[src/rtl/audio_fifo_evt.sv]
module audio_fifo_evt #(
  parameter int DW      = 32,
  parameter int DEPTH   = 64,
  parameter int THR_MAX = 32
) (
  input  logic          clk,
  input  logic          rst_n,
  input  logic          tx_mode,
  input  logic          pin_push,
  input  logic          pin_pop,
  input  logic [DW-1:0] pin_wdata,
  input  logic          dma_wr,
  input  logic          dma_rd,
  input  logic [DW-1:0] dma_wdata,
  input  logic          thr_we,
  input  logic [$clog2(THR_MAX+1)-1:0] thr_val,
  output logic [DW-1:0] rd_data,
  output logic          dma_evt,
  output logic          ovf,
  output logic          unf
);
  localparam int AW = $clog2(DEPTH);
  localparam int CW = $clog2(DEPTH + 1);
  localparam int TW = $clog2(THR_MAX + 1);

  logic [DW-1:0] mem [DEPTH];
  logic [AW-1:0] wp, rp;
  logic [CW-1:0] count, owed;
  logic [TW-1:0] thr, pin_cnt, dma_cnt;

  logic          wr_req, rd_req, full, empty, wr_ok, rd_ok;
  logic          pin_xfer, dma_xfer, set_evt, clr_evt, thr_ok;
  logic [DW-1:0] wdata;

  assign wr_req   = tx_mode ? dma_wr : pin_push;
  assign rd_req   = tx_mode ? pin_pop : dma_rd;
  assign wdata    = tx_mode ? dma_wdata : pin_wdata;
  assign full     = (count == CW'(DEPTH));
  assign empty    = (count == '0);
  assign wr_ok    = wr_req && !full;
  assign rd_ok    = rd_req && !empty;
  assign pin_xfer = tx_mode ? rd_ok : wr_ok;
  assign dma_xfer = tx_mode ? wr_ok : rd_ok;
  assign set_evt  = pin_xfer && !thr_we && (TW'(pin_cnt + 1'b1) == thr);
  assign clr_evt  = dma_xfer && !thr_we && (TW'(dma_cnt + 1'b1) == thr);
  assign thr_ok   = (thr_val != '0) && (thr_val <= TW'(THR_MAX));

  assign rd_data  = empty ? '0 : mem[rp];
  assign dma_evt  = (owed != '0);

  always_ff @(posedge clk)
    if (wr_ok) mem[wp] <= wdata;

  always_ff @(posedge clk) begin
    if (!rst_n) begin
      wp    <= '0;
      rp    <= '0;
      count <= '0;
    end else begin
      if (wr_ok) wp <= wp + 1'b1;
      if (rd_ok) rp <= rp + 1'b1;
      count <= count + CW'(wr_ok) - CW'(rd_ok);
    end
  end

  always_ff @(posedge clk) begin
    if (!rst_n) begin
      thr     <= TW'(1);
      pin_cnt <= '0;
      dma_cnt <= '0;
    end else if (thr_we) begin
      if (thr_ok) thr <= thr_val;
      pin_cnt <= '0;
      dma_cnt <= '0;
    end else begin
      if (pin_xfer) pin_cnt <= set_evt ? '0 : pin_cnt + 1'b1;
      if (dma_xfer) dma_cnt <= clr_evt ? '0 : dma_cnt + 1'b1;
    end
  end

  always_ff @(posedge clk) begin
    if (!rst_n) owed <= '0;
    else if (set_evt && !(clr_evt && dma_evt)) owed <= owed + 1'b1;
    else if (!set_evt && clr_evt && dma_evt)   owed <= owed - 1'b1;
  end

  always_ff @(posedge clk) begin
    if (!rst_n) begin
      ovf <= 1'b0;
      unf <= 1'b0;
    end else begin
      ovf <= (ovf && !thr_we) || (wr_req && full);
      unf <= (unf && !thr_we) || (rd_req && empty);
    end
  end
endmodule

[config.mk]
export PLATFORM = sky130hd
export DESIGN_NAME = audio_fifo_evt
export DESIGN_NICKNAME = d
export VERILOG_FILES = /design/src/rtl/audio_fifo_evt.sv
export SDC_FILE = /design/constraint.sdc
export NUM_CORES = 2
export LEC_CHECK = 0
export ABC_AREA = 0
export ABC_CLOCK_PERIOD_IN_PS = 11400
export BUFFER_PORTS_ARGS = -buffer_cell sky130_fd_sc_hd__buf_2
export CAP_MARGIN = 20
export CORE_ASPECT_RATIO = 2
export CORE_MARGIN = 2
export CORE_UTILIZATION = 50
export DETAILED_ROUTE_END_ITERATION = 12
export MAX_ROUTING_LAYER = met4
export PLACE_DENSITY_LB_ADDON = 0.2
export SLEW_MARGIN = 15
export SYNTH_ARGS = -nofsm -noshare
export SYNTH_HDL_FRONTEND = slang
export SYNTH_SLANG_ARGS = --single-unit
[constraint.sdc]
create_clock -name clk -period 11.4 [get_ports clk]
set_input_delay 2.28 -clock clk [delete_from_list [all_inputs] [get_ports clk]]
set_output_delay 2.28 -clock clk [all_outputs]
set_load 0.02 [all_outputs]
==> key figures <==
Setup path
  – Setup slack, reg-to-reg: roughly 7000 ps
  – Crit. End Element: output port
  – Critical-path cell list: buf_12, buf_4, mux4_2, mux4_2, mux2i_1, o22ai_1, buf_2
  – CP peak stage delay: 690 ps
  – CP bufs+invs: 3
  – Startpoint Class: flop
  – Cell mode on critical path: mux4_2
  – Crit path depth: 7
  – Critical path fanouts, max: roughly 80
  – Worst Path Arrival: approximately 5000 ps
  – Cell family with most CP delay: multiplexers
  – Critical Path RT: 9120 ps
  – Worst path slowest cell: dfxtp_4
  – Worst Setup EP: rd_data[29]
  – Worst Setup Path Type: flop to output port
  – Worst flop-to-flop path startpoint: count[2]
  – Reg2Reg Depth: 8
  – Reg2reg end: mem[15][5]

Routing
  – Vias: around 38000
  – DRT Pass-1 Iters: 6
  – Final antenna-violating net count: 0
  – Drt drc: 0
  – Wire per inst: about 35 µm
  – Post-Route WL: 210000 µm
  – Vias per cell: 6.38
  – Initial DRC Count: 4210

Timing
  – Final setup violating endpoints: 0
  – Slew margin rel.: a little under a fifth
  – TNS Setup: 0 ps
  – Fmax: roughly 140 MHz
  – Final period util: between 60% and 70%
  – Worst slew pin tran: 1220 ps
  – Hold WS: approximately 490 ps
  – Max Slew Vio Count: 0
  – Clock Skew: 39.5 ps
  – Endpoints failing hold: 0
  – RSZ-0062 raised after global routing: false
  – Final min period: 7370 ps

Floorplanning
  – Initial Util: 50.3%
  – Die footprint: approximately 170000 µm²
  – Die Y: around 570 µm
  – IO Pins: 113
  – Row cnt: 209
  – Die Wd: ~290 µm
  – Core Area: approximately 160000 µm²

Logic synthesis
  – Mapped Area: roughly 81000 µm²
  – Number of synthesized register bits: 2100
  – Ys async rst share: 0%
  – Yosys cell types: 60
  – Mapped Cells: about 3500
  – Mean post-synth cell area: about 23 µm²
  – Synth warn: 0
  – EDFF count, synth: about 2000
  – Sequential fraction of the synthesis area: between 70% and 80%
  – Post-synth net total: approximately 3600
  – Most used DFF post-synth: edfxtp_1

Cells and area
  – Nets: just under 4000
  – Final Instance Area: just over 90000 µm²
  – Share of layout cells above drive strength 1: a little under a third
  – Layout area overhead: 11.5%
  – Fillers: 11700

Clock tree
  – CTS clk-pin slew, worst paths: 70 ps
  – Post-CTS Setup Inserts: 0
  – Skew-Pair Late Insertion Delay: about 830 ps
  – Maximum buffer depth of the clock tree: 4
  – CTS root buf: clkbuf_16
  – CTS tree: done
  – TritonCTS buffer count: 180
  – H-tree depth: 4
  – Hold Buf Count CTS: 0
  – CTS resizes: 0
  – Num Clock Sinks: 2100

Pwr
  – Total leakage power: about 27 nW
  – PwrDens: slightly below 200 nW/µm²
  – Total Power: 0.0176 W
  – Maximum VDD drop: 0.129 mV
  – Cell Int Power: approximately 0.013 W
  – Part of the power in combinational logic: roughly 17%
  – Switching pwr: approximately 0.0045 W
  – Net Sw Frac: between 20% and 30%
  – Reg power frac: between 40% and 50%
  – Clock Power Share: about 34%

Place
  – DP HPWL: roughly 120000 µm
  – PortBufs: about 110
  – GPL Wtd Cong: roughly 0.82
  – DP Area: ~85000 µm²

Min path
  – Cell count of the worst hold path: 2
  – Hold/Removal Path Class: flop to flop

GRT
  – Initial antenna violation count: 3
  – Vias in the first global route: around 40000
  – Gr usage total: roughly a quarter
  – Congestion Overflow GR: 0
  – First-pass GRT wire length: between 200000 and 300000 µm
  – Largest net degree at the start of global routing: around 110

Job
  – Max-Cap Viols: 0

Status
  – Status: complete, no violations
power by group through the flow:
stage | Clock [W] | Sequential (W) | Combinational (W)
global route | 0.00631 | 0.00868 | 0.00320
CTS | 0.00604 | 0.00867 | 0.00307
detailed placement | 0 | 0.00884 | 0.00306
finish | 0.00596 | 0.00867 | 0.00302
global placement | 0 | 0.00884 | 0.00303
floorplan | 0 | 0.00880 | 0.00216
layout make-up:
type	count	area [µm²]	share of cell area, %
sequential	2100	62600	68.9
multi-input combinational	1219	18400	20.3
clock buffer	215	4700	5.17
tap	2110	2640	2.91
timing repair buffer	238	1630	1.80
clock inverter	97	830	0.913
inverter	17	63.8	0.0702
antenna	1	2.50	0.00275
per-layer routing:
layer / wire [µm] / vias up / track usage, % / part of all wire (%)
li1: - / 15400 / - / -
met1: 73900 / 20900 / 31.6 / 35
met2: 116000 / 1543 / 47.0 / 55
met3: 12300 / 407 / 2.74 / 5.9
met4: 8460 / 0 / 9.35 / 4.0
met5: 0 / - / - / 0
state kept, by name, indices dropped and copies added, names as in the netlist, named ones only:
signal and flops:
ovf 1, pin_cnt 6, unf 1, rp 6, owed 7, wp 6, thr 6, mem 2048
count 7, dma_cnt 6
stage by stage:
step | cells | setup slack (ps) | utilization, %
detailed placement | 5683 | 4820 | 52.7
CTS | 5995 | 3940 | 56.1
finish | 5997 | 4030 | 56.1
global route | 5997 | 3880 | 56.1
global placement | 5682 | 4840 | 52.7
floorplan | 3529 | 6100 | -
worst min-delay path by stage:
stage	from	to
global route	pin_cnt[1]	pin_cnt[1]
finish	pin_cnt[1]	pin_cnt[1]
detailed placement	pin_cnt[1]	pin_cnt[1]
CTS	pin_cnt[1]	pin_cnt[1]
global placement	owed[6]	owed[6]
floorplan	owed[6]	owed[6]
layout by cell type (no fill, tap or decap), types with 18 or more instances in the layout:
| master | instances |
|---|---|
| a211oi_1 | 57 |
| a21oi_1 | 58 |
| buf_2 | 112 |
| buf_4 | 115 |
| clkbuf_1 | 31 |
| clkbuf_16 | 182 |
| clkinv_1 | 37 |
| clkinv_2 | 31 |
| dfxtp_1 | 46 |
| edfxtp_1 | 2048 |
| ha_1 | 18 |
| mux2_2 | 30 |
| mux2i_1 | 96 |
| mux4_2 | 601 |
| nand2_1 | 42 |
| nor2_1 | 20 |
| nor2_4 | 64 |
| nor2b_1 | 49 |
| o22ai_1 | 30 |
| xnor2_1 | 20 |
cell usage after synthesis, drive strengths merged (13+ instances only):
cell type	number	area, µm²
edfxtp	2048	61500
mux4	601	13500
buf	120	647
mux2i	96	961
nor2	84	315
clkbuf	73	275
a211oi	58	448
a21oi	58	290
dfxtp	52	1040
nor2b	49	307
nand2	44	168
mux2	35	398
o22ai	30	188
xnor2	21	203
ha	18	225
inv	17	63.8
o21ai	17	85.1
and2	14	87.6
nand3	13	65.1
worst min-delay path: cells and delay by family, from the launching register on:
kind | cells | cell delay [ps]
DFF | 1 | 330
and+or+nand+nor | 1 | 60
AOI/OAI and AO/OA | 1 | 50
cells by family (layout without fill, tap and decap cells):
logic type	after synthesis	in the layout	share of synthesized area, %
flops	2100	2100	76.8
mux	732	732	18.3
simple gates	247	247	1.52
buf+inv	210	567	1.21
compound gates	188	188	1.48
xor+xnor	32	32	0.393
fa+ha+maj	20	20	0.326
other cells	0	1	0
(Power assumes the default switching activity.)
